## config.mk

```make
export PLATFORM = sky130hd
export DESIGN_NAME = wake_irq_ctrl
export DESIGN_NICKNAME = d
export VERILOG_FILES = /design/src/rtl/wake_irq_pkg.sv /design/src/rtl/wake_pin_det.sv /design/src/rtl/wake_route.sv /design/src/rtl/wake_irq_ctrl.sv
export SDC_FILE = /design/constraint.sdc
export NUM_CORES = 1
export LEC_CHECK = 0
export BUFFER_PORTS_ARGS = -buffer_cell sky130_fd_sc_hd__buf_2
export CAP_MARGIN = 20
export CORE_UTILIZATION = 52
export CTS_BUF_LIST = sky130_fd_sc_hd__clkbuf_4
export DETAILED_ROUTE_END_ITERATION = 16
export PLACE_DENSITY = 0.83
export SLEW_MARGIN = 25
export SYNTH_ARGS = -nofsm -noshare
export SYNTH_HDL_FRONTEND = slang
export SYNTH_SLANG_ARGS = --single-unit
```

## constraint.sdc

```tcl
create_clock -name clk_i -period 2.11 [get_ports clk_i]
set_clock_uncertainty 0.15 [all_clocks]
set_input_delay 0.211 -clock clk_i [delete_from_list [all_inputs] [get_ports clk_i]]
set_output_delay 0.211 -clock clk_i [all_outputs]
set_load 0.05 [all_outputs]
```

## src/rtl/wake_irq_pkg.sv

```systemverilog
package wake_irq_pkg;
  localparam logic [2:0] MODE_LVL_LO = 3'd0;
  localparam logic [2:0] MODE_LVL_HI = 3'd1;
  localparam logic [2:0] MODE_FALL   = 3'd2;
  localparam logic [2:0] MODE_RISE   = 3'd3;
  localparam logic [2:0] MODE_OFF    = 3'd4;
  localparam logic [2:0] MODE_ANY    = 3'd6;

  localparam int OFS_STATUS  = 'h310;
  localparam int OFS_ENABLE  = 'h314;
  localparam int OFS_CLEAR   = 'h318;
  localparam int OFS_ROUTE   = 'h31C;
  localparam int OFS_CFG     = 'h330;
  localparam int CFG_STRIDE  = 8;

  localparam int RT_PER_EXT  = 0;
  localparam int RT_PIN_EXT  = 8;
  localparam int RT_PER_WAKE = 16;
  localparam int RT_PIN_WAKE = 24;

  localparam int CFG_LVL_BIT = 0;
  localparam int CFG_MODE_LO = 1;
  localparam int CFG_RST_BIT = 4;
endpackage

```

## src/rtl/wake_pin_det.sv

```systemverilog
module wake_pin_det
  import wake_irq_pkg::*;
#(
  parameter int SYNC_STAGES = 2
) (
  input  logic       clk_i,
  input  logic       rst_ni,
  input  logic       pin_i,
  input  logic       hist_clr_i,
  input  logic [2:0] mode_i,
  output logic       level_o,
  output logic       event_o
);
  logic [SYNC_STAGES-1:0] sync_q;
  logic                   prev_q;
  logic                   hit;

  always_ff @(posedge clk_i or negedge rst_ni) begin
    if (!rst_ni) begin
      sync_q <= '0;
      prev_q <= 1'b0;
    end else begin
      sync_q <= {sync_q[SYNC_STAGES-2:0], pin_i};
      prev_q <= sync_q[SYNC_STAGES-1];
    end
  end

  assign level_o = sync_q[SYNC_STAGES-1];

  always_comb begin
    unique case (mode_i)
      MODE_LVL_LO: hit = ~level_o;
      MODE_LVL_HI: hit = level_o;
      MODE_FALL:   hit = prev_q & ~level_o;
      MODE_RISE:   hit = ~prev_q & level_o;
      MODE_ANY:    hit = prev_q ^ level_o;
      default:     hit = 1'b0;
    endcase
  end

  // history reset: drop the edge seen this cycle
  assign event_o = hit & ~hist_clr_i;

  assert_rise_seen_R2: assert property (@(posedge clk_i) disable iff (!rst_ni)
    (mode_i == MODE_RISE && $rose(level_o) && !hist_clr_i) |-> event_o);
  assert_fall_seen_R2: assert property (@(posedge clk_i) disable iff (!rst_ni)
    (mode_i == MODE_FALL && $fell(level_o) && !hist_clr_i) |-> event_o);
  assert_unused_quiet_R10: assert property (@(posedge clk_i) disable iff (!rst_ni)
    (mode_i == 3'd5 || mode_i == 3'd7 || mode_i == MODE_OFF) |-> !event_o);
endmodule

```

## src/rtl/wake_route.sv

```systemverilog
module wake_route #(
  parameter int NUM_PINS   = 4,
  parameter int NUM_PERIPH = 3
) (
  input  logic [NUM_PINS-1:0]   status_i,
  input  logic [NUM_PINS-1:0]   enable_i,
  input  logic [NUM_PINS-1:0]   pin_ext_i,
  input  logic [NUM_PINS-1:0]   pin_wake_i,
  input  logic [NUM_PERIPH-1:0] per_ext_i,
  input  logic [NUM_PERIPH-1:0] per_wake_i,
  input  logic [NUM_PERIPH-1:0] periph_i,
  output logic                  pin_irq_o,
  output logic [NUM_PERIPH-1:0] periph_irq_o,
  output logic                  wake_o
);
  assign pin_irq_o    = |(status_i & enable_i & pin_ext_i);
  assign periph_irq_o = periph_i & per_ext_i;
  // wake path bypasses the enable mask
  assign wake_o       = |(status_i & pin_wake_i) | |(periph_i & per_wake_i);
endmodule

```

## src/rtl/wake_irq_ctrl.sv

```systemverilog
module wake_irq_ctrl
  import wake_irq_pkg::*;
#(
  parameter int NUM_PINS    = 4,
  parameter int NUM_PERIPH  = 3,
  parameter int ADDR_W      = 12,
  parameter int DATA_W      = 32,
  parameter int SYNC_STAGES = 2
) (
  input  logic                  clk_i,
  input  logic                  rst_ni,
  input  logic                  reg_we_i,
  input  logic [ADDR_W-1:0]     reg_addr_i,
  input  logic [DATA_W-1:0]     reg_wdata_i,
  output logic [DATA_W-1:0]     reg_rdata_o,
  input  logic [NUM_PINS-1:0]   pin_i,
  input  logic [NUM_PERIPH-1:0] periph_i,
  output logic                  pin_irq_o,
  output logic [NUM_PERIPH-1:0] periph_irq_o,
  output logic                  wake_o
);
  localparam logic [ADDR_W-1:0] A_STATUS = ADDR_W'(OFS_STATUS);
  localparam logic [ADDR_W-1:0] A_ENABLE = ADDR_W'(OFS_ENABLE);
  localparam logic [ADDR_W-1:0] A_CLEAR  = ADDR_W'(OFS_CLEAR);
  localparam logic [ADDR_W-1:0] A_ROUTE  = ADDR_W'(OFS_ROUTE);

  logic [NUM_PINS-1:0]   status_q, enable_q, pin_ext_q, pin_wake_q;
  logic [NUM_PERIPH-1:0] per_ext_q, per_wake_q;
  logic [2:0]            mode_q [NUM_PINS];

  logic [NUM_PINS-1:0]   cfg_hit, pin_rst, clr_hit, pin_evt, pin_lvl;
  logic [DATA_W-1:0]     cfg_word [NUM_PINS];

  logic wr_enable, wr_route, wr_clear;
  assign wr_enable = reg_we_i && reg_addr_i == A_ENABLE;
  assign wr_route  = reg_we_i && reg_addr_i == A_ROUTE;
  assign wr_clear  = reg_we_i && reg_addr_i == A_CLEAR;

  logic wdata_unused;
  assign wdata_unused = ^reg_wdata_i;

  for (genvar n = 0; n < NUM_PINS; n++) begin : g_pin
    assign cfg_hit[n] = reg_addr_i == ADDR_W'(OFS_CFG + CFG_STRIDE * n);
    assign pin_rst[n] = reg_we_i && cfg_hit[n] && reg_wdata_i[CFG_RST_BIT];
    assign clr_hit[n] = wr_clear && reg_wdata_i[n];

    wake_pin_det #(.SYNC_STAGES(SYNC_STAGES)) u_det (
      .clk_i     (clk_i),
      .rst_ni    (rst_ni),
      .pin_i     (pin_i[n]),
      .hist_clr_i(pin_rst[n]),
      .mode_i    (mode_q[n]),
      .level_o   (pin_lvl[n]),
      .event_o   (pin_evt[n])
    );

    always_ff @(posedge clk_i or negedge rst_ni) begin
      if (!rst_ni) begin
        mode_q[n]   <= MODE_OFF;
        status_q[n] <= 1'b0;
      end else begin
        if (reg_we_i && cfg_hit[n]) mode_q[n] <= reg_wdata_i[CFG_MODE_LO +: 3];
        // a new event wins over a clear in the same cycle
        if (pin_rst[n]) status_q[n] <= 1'b0;
        else            status_q[n] <= (status_q[n] & ~clr_hit[n]) | pin_evt[n];
      end
    end

    always_comb begin
      cfg_word[n] = '0;
      cfg_word[n][CFG_LVL_BIT] = pin_lvl[n];
      cfg_word[n][CFG_MODE_LO +: 3] = mode_q[n];
    end

    assert_clear_hit_R5: assert property (@(posedge clk_i) disable iff (!rst_ni)
      (clr_hit[n] && !pin_evt[n]) |=> !status_q[n]);
    assert_event_latch_R9: assert property (@(posedge clk_i) disable iff (!rst_ni)
      pin_evt[n] |=> status_q[n]);
    assert_pin_reset_R4: assert property (@(posedge clk_i) disable iff (!rst_ni)
      pin_rst[n] |=> !status_q[n]);
    assert_status_hold_R2: assert property (@(posedge clk_i) disable iff (!rst_ni)
      (!pin_evt[n] && !clr_hit[n] && !pin_rst[n]) |=> $stable(status_q[n]));
  end

  always_ff @(posedge clk_i or negedge rst_ni) begin
    if (!rst_ni) begin
      enable_q   <= '0;
      pin_ext_q  <= '0;
      pin_wake_q <= '0;
      per_ext_q  <= '0;
      per_wake_q <= '0;
    end else begin
      if (wr_enable) enable_q <= reg_wdata_i[NUM_PINS-1:0];
      if (wr_route) begin
        per_ext_q  <= reg_wdata_i[RT_PER_EXT  +: NUM_PERIPH];
        pin_ext_q  <= reg_wdata_i[RT_PIN_EXT  +: NUM_PINS];
        per_wake_q <= reg_wdata_i[RT_PER_WAKE +: NUM_PERIPH];
        pin_wake_q <= reg_wdata_i[RT_PIN_WAKE +: NUM_PINS];
      end
    end
  end

  always_comb begin
    reg_rdata_o = '0;
    if (reg_addr_i == A_STATUS) reg_rdata_o[NUM_PINS-1:0] = status_q;
    if (reg_addr_i == A_ENABLE) reg_rdata_o[NUM_PINS-1:0] = enable_q;
    if (reg_addr_i == A_ROUTE) begin
      reg_rdata_o[RT_PER_EXT  +: NUM_PERIPH] = per_ext_q;
      reg_rdata_o[RT_PIN_EXT  +: NUM_PINS]   = pin_ext_q;
      reg_rdata_o[RT_PER_WAKE +: NUM_PERIPH] = per_wake_q;
      reg_rdata_o[RT_PIN_WAKE +: NUM_PINS]   = pin_wake_q;
    end
    for (int n = 0; n < NUM_PINS; n++)
      if (cfg_hit[n]) reg_rdata_o = cfg_word[n];
  end

  wake_route #(.NUM_PINS(NUM_PINS), .NUM_PERIPH(NUM_PERIPH)) u_route (
    .status_i    (status_q),
    .enable_i    (enable_q),
    .pin_ext_i   (pin_ext_q),
    .pin_wake_i  (pin_wake_q),
    .per_ext_i   (per_ext_q),
    .per_wake_i  (per_wake_q),
    .periph_i    (periph_i),
    .pin_irq_o   (pin_irq_o),
    .periph_irq_o(periph_irq_o),
    .wake_o      (wake_o)
  );

  assert_irq_masked_R6: assert property (@(posedge clk_i) disable iff (!rst_ni)
    pin_irq_o |-> |(status_q & enable_q));
  assert_periph_gate_R7: assert property (@(posedge clk_i) disable iff (!rst_ni)
    (per_ext_q == '0) |-> (periph_irq_o == '0));
  assert_wake_needs_src_R8: assert property (@(posedge clk_i) disable iff (!rst_ni)
    (pin_wake_q == '0 && per_wake_q == '0) |-> !wake_o);
endmodule

```

# Word-level counts from Yosys, hierarchy flattened
# Cells that the tools add are included.
# word_totals
reg_bits,46
latchBits,0
mem_bits_rw,0
romBits,0
inputBits,54
out_inout_bits,37
elab_cells,131
n_memories,0
# op_classes
add_sub_neg,0
multipliers,0
n_div,0
n_lt_le_gt_ge,0
n_eq_ne,24
shift,0
mux,18
bitwise_logic,46
reduce_logical,22
# ops
operator,n
"== test 12 x 10 -> 1 bit, second input constant",8
two-way mux 32 bit,3
two-way mux 28 bit,1
"== test 3 x 2 -> 1 bit, second input constant",8
one-hot mux 1 bit (5 select lines),4
AND 1 bit,16
two-way mux 4 bit,4
inverter 1 bit,16
logical AND 1 bit,15
AND 4 bit,3
"== test 3 x 1 -> 1 bit, second input constant",4
"== test 3 bit, second input constant",4
zero test 3 bit,4
OR reduction 4 bit,2
AND 3 bit,2
two-way mux 3 bit,2
bitwise OR 1 bit,5
two-way mux 1 bit,4
XOR 1 bit,4
OR reduction 3 bit,1

# Longest topological paths before layout
# depth
word_depth,8
depth_mapped,7
mapped_depth_nobuf,6

# Modules after synthesis
# From an unflattened synthesis, not the netlist that was laid out.
# unflattened
hier_cells,251
hier_area_um2,2737.6
# modules_own_cells
module,n_inst,cells_per_inst,area_per_inst_um2,seq_area_each_um2
wake_irq_ctrl,1,183,2010.7,855.8
wake_pin_det,4,14,162.7,75.1
wake_route,1,12,76.3,0.0

# Least setup slack after synthesis
# OpenSTA, ideal clock, no wires.
# synth_path
kind,input to output
start,input reg_addr_i[5]
end,output reg_rdata_o[3]
arrival_time_ns,2.376
required_ns,1.749
path_slack_ns,-0.627
stages,3
path_buffers,0
path_cell_list,or3b_4 or4_4 o311ai_1
# synth_between
elab_chain_len,7
word_cells_on_any_way,12
classes_between,6 x eq/ne; 6 x mux
# synth_rtl
item,line_no,rtl
from (decl),wake_irq_ctrl.sv:13,"input logic [ADDR_W-1:0] reg_addr_i,"
== test 12 x 10 -> 1 bit,wake_irq_ctrl.sv:105,if (reg_addr_i == A_STATUS) reg_rdata_o[NUM_PINS-1:0] = status_q;
two-way mux 4 bit,wake_irq_ctrl.sv:105,
two-way mux 4 bit,wake_irq_ctrl.sv:106,if (reg_addr_i == A_ENABLE) reg_rdata_o[NUM_PINS-1:0] = enable_q;
two-way mux 28 bit,wake_irq_ctrl.sv:114,if (cfg_hit[n]) reg_rdata_o = cfg_word[n];
two-way mux 32 bit (2 in series),wake_irq_ctrl.sv:114,
two-way mux 32 bit (*),wake_irq_ctrl.sv:114,
to (decl),wake_irq_ctrl.sv:15,"output logic [DATA_W-1:0] reg_rdata_o,"
# Mark *: on every way between the ends. The rest lies on a longest branch, timed or not.

# Worst setup path after layout
# layout_path
start,input reg_addr_i[5]
end,output reg_rdata_o[26]
# layout_between
elab_chain_len,6
word_cells_on_any_way,10
classes_between,5 x eq/ne; 5 x mux
# layout_rtl
item,line_no,rtl
== test 12 x 10 -> 1 bit,wake_irq_ctrl.sv:107,if (reg_addr_i == A_ROUTE) begin
two-way mux 4 bit,wake_irq_ctrl.sv:107,
two-way mux 28 bit,wake_irq_ctrl.sv:114,
two-way mux 32 bit (2 in series),wake_irq_ctrl.sv:114,
two-way mux 32 bit (*),wake_irq_ctrl.sv:114,
# Marked as above.

==> results.ini <==
[outcome]
status = complete, but fails checks
violations = negative setup slack

[final_layout]
final_common_cell = dfrtp_1
drive_gt1_share_pct = 38.5
area_growth_pct = 36.5
antenna_cells = 0
final_cell_mix = dfrtp_1 (42), buf_2 (39), buf_4 (28), dlygate4sd3_1 (19), inv_1 (18)
nets = 417
regArea_um2 = 1160
fillers = 292
multiInputGateArea_um2 = 1370

[yosys]
yosys_warnings = 0
synth-seq-area-share_pct = 44.0
synth_area_um2 = 2630
ys_ff_latch = 46
yosysUniqueCellTypes = 49
avgSynthCellArea_um2 = 10.5
syn_inst = 250

[timing]
rsz0062_at_grt = true
finalHoldViolCount = 0
slew_violations = 0
setup_ws_ps = -55.7
tightest_slew_ps = 578
setup_viol_count_final = 10
fmax_ghz = 0.462
post-route-period-util_pct = 103
min_period_ps = 2170
tns_ps = -351
slew_headroom_pct = 61.5

[floorplanning]
die_w_um = 73.1
start_util_pct = 54.8
coreArea_um2 = 4790
die_h_um = 73.1
rows = 25
dieArea_um2 = 5340
io_pins = 91

[global_route]
grt_pass1_wl_um = 12000
grt.overflow.total = 0
antenna_found_initial = 0
grt_usage_pct = 30.3
grt_max_degree = 47
grt_pass1_vias = 2487

[clocking]
clock-sinks = 46
cts_tree = yes
cts_buffer_depth = 2
cts_root_buf = clkbuf_4
clk_pin_slew_worst_paths_ps = 140
cts_made_buffers = 5
clk_latency_ps = 340
h-tree-depth = 2

[drt]
drc = 0
postRouteAntennaNets = 0
routed_wl_um = 7870
vias = 2464
drt_pass1_iterations = 6
wire_per_inst_um = 18.6
drt_iter0_drc = 228
vias_per_cell = 5.83

[hold_path]
hp-class = input pin to flip-flop
holdPathStages = 2
worstHoldEndpoint = cfg_word[35]
min-delay-start = reg_wdata_i[3]

[power_and_ir_drop]
sw_frac_of_total_pct = 29.0
power.share.clock_pct = 27.4
power_frac_seq_pct = 55.6
p_int_mw = 1.16
p_switching_mw = 0.474
comb_power_share_pct = 17.0
leakagePower_nw = 1.81
p_total_mw = 1.63
ir_drop_mv = 0.492
p_per_area_nw_per_um2 = 456

[placed_design]
portBuffers = 57
place.gp.congestion = 0.926
hpwl_um = 4800
dpl_worst_slack_ps = -135

[setup_path]
r2r-end = status_q[2]
critPathSlowestCell = or4_4
worstSetupPathType = input pin to primary output
path_max_fanout = 6
cp.required_ps = 1750
cp_top_family = simple AND/OR/NAND/NOR gates
end_kind = primary output
cpPeakStageDelay_ps = 550
cp.depth = 6
crit_path_cell_trace = buf_6 > or3b_4 > or4_4 > nor2_4 > and2_4 > buf_8
r2r_cells = 6
timing.rr.start = g_pin[2].u_det.sync_q[1]
cp.arrival_ps = 1800
critPathLaunchType = input pin
critPathBufInv = 2
r2r_slack_ps = 390

[run]
max-cap-violations = 0

## state kept, by name, summed over array words and instances, names as in the netlist
name,flops
cfg_word,12
g_pin.u_det.sync_q,8
enable_q,4
g_pin.u_det.prev_q,4
pin_ext_q,4
pin_wake_q,4
status_q,4
per_ext_q,3
per_wake_q,3
## power by group through the flow
stage	combinational, mW	clock (mW)	sequential (mW)
after floorplan	0.156	0	0.921
after global placement	0.227	0	0.924
after detailed placement	0.231	0	0.925
after CTS	0.264	0.442	0.908
after global routing	0.298	0.472	0.912
final	0.278	0.447	0.909
## metal layers
| metal | track usage, % | routed length [um] | vias up |
|---|---|---|---|
| met2 | 49.3 | 3800 | 157 |
| met1 | 35.9 | 2960 | 1179 |
| met3 | 7.18 | 621 | 54 |
| met5 | 0 | 0 | - |
| met4 | 19.8 | 477 | 0 |
| li1 | - | - | 1074 |
## layout make-up
cell class                      count  share of cell area (%)
Clock buffer                        7                    1.47
Clock inverter                      1                   0.209
Multi-Input combinational cell    180                    38.2
Tap cell                           67                    2.34
Sequential cell                    46                    32.3
Timing Repair Buffer              104                    23.7
Inverter                           18                    1.89
## through the flow
step / hold WS (ps) / utilization [%] / cell area, um2 / instances
finish: 0.0257 / 74.9 / 3580 / 423
detailed placement: 171 / 64.5 / 3090 / 390
global placement: 169 / 64.5 / 3090 / 390
floorplan: -235 / - / 2710 / 266
global route: 19.9 / 74.9 / 3580 / 423
CTS: 11.3 / 72.9 / 3490 / 421
## cells by family after synthesis
kind of cell / after synthesis / share of synthesized area (%)
xor gates and xnor gates: 4 / 1.33
buffers and inverters: 41 / 9.06
and+or+nand+nor: 73 / 16.6
AOI/OAI and AO/OA: 45 / 11.5
other: 1 / 0.143
adders and majority gates: 8 / 3.81
DFF: 46 / 44.0
muxes: 32 / 13.4
## worst max path at each step
stage | startpoint | endpoint | slack, ps
2_1_floorplan | reg_addr_i[5] | reg_rdata_o[3] | -160
3_3_place_gp | reg_addr_i[4] | reg_rdata_o[11] | -120
3_5_place_dp | reg_addr_i[4] | reg_rdata_o[17] | -140
4_1_cts | reg_addr_i[5] | reg_rdata_o[10] | -40
5_1_grt | per_ext_q[0] | reg_rdata_o[0] | -80
6_report | reg_addr_i[5] | reg_rdata_o[26] | -60
## Yosys cell counts (all sizes together)
cell type	instances	share of area [%]
a211o	5	1.7
a211oi	2	0.57
a21oi	6	1.1
a221oi	1	0.33
a222oi	1	0.38
a22o	1	0.33
a22oi	4	1.1
a2bb2oi	1	0.33
a31oi	5	1.2
and2	14	3.3
and3	2	0.48
buf	22	6.3
clkbuf	1	0.14
conb	1	0.14
dfrtp	42	40
dfstp	4	4.0
ha	8	3.8
inv	18	2.6
mux2	26	11
mux2i	6	2.3
nand2	10	1.4
nand2b	2	0.48
nand3	5	0.95
nand3b	1	0.29
nand4	5	1.2
nand4bb	1	0.43
nor2	8	1.4
nor2b	4	0.95
nor3	11	2.5
nor3b	4	1.1
nor4bb	1	0.38
o2111ai	1	0.33
o211ai	1	0.29
o21ai	13	2.5
o2bb2ai	1	0.33
o311ai	2	0.67
o32ai	1	0.33
or3	2	0.48
or3b	2	0.76
or4	1	0.43
xor2	4	1.3
## what timing repair did
item,in CTS,in global routing
endpoints found under the setup margin,14,15
buffers inserted,3,2
hold buffers,19,0
gates resized for setup,40,26
cloned,1,0
endpoints found under the hold margin,62,0
pin swaps,1,11
No activity file was read; power rests on OpenSTA's default activity.
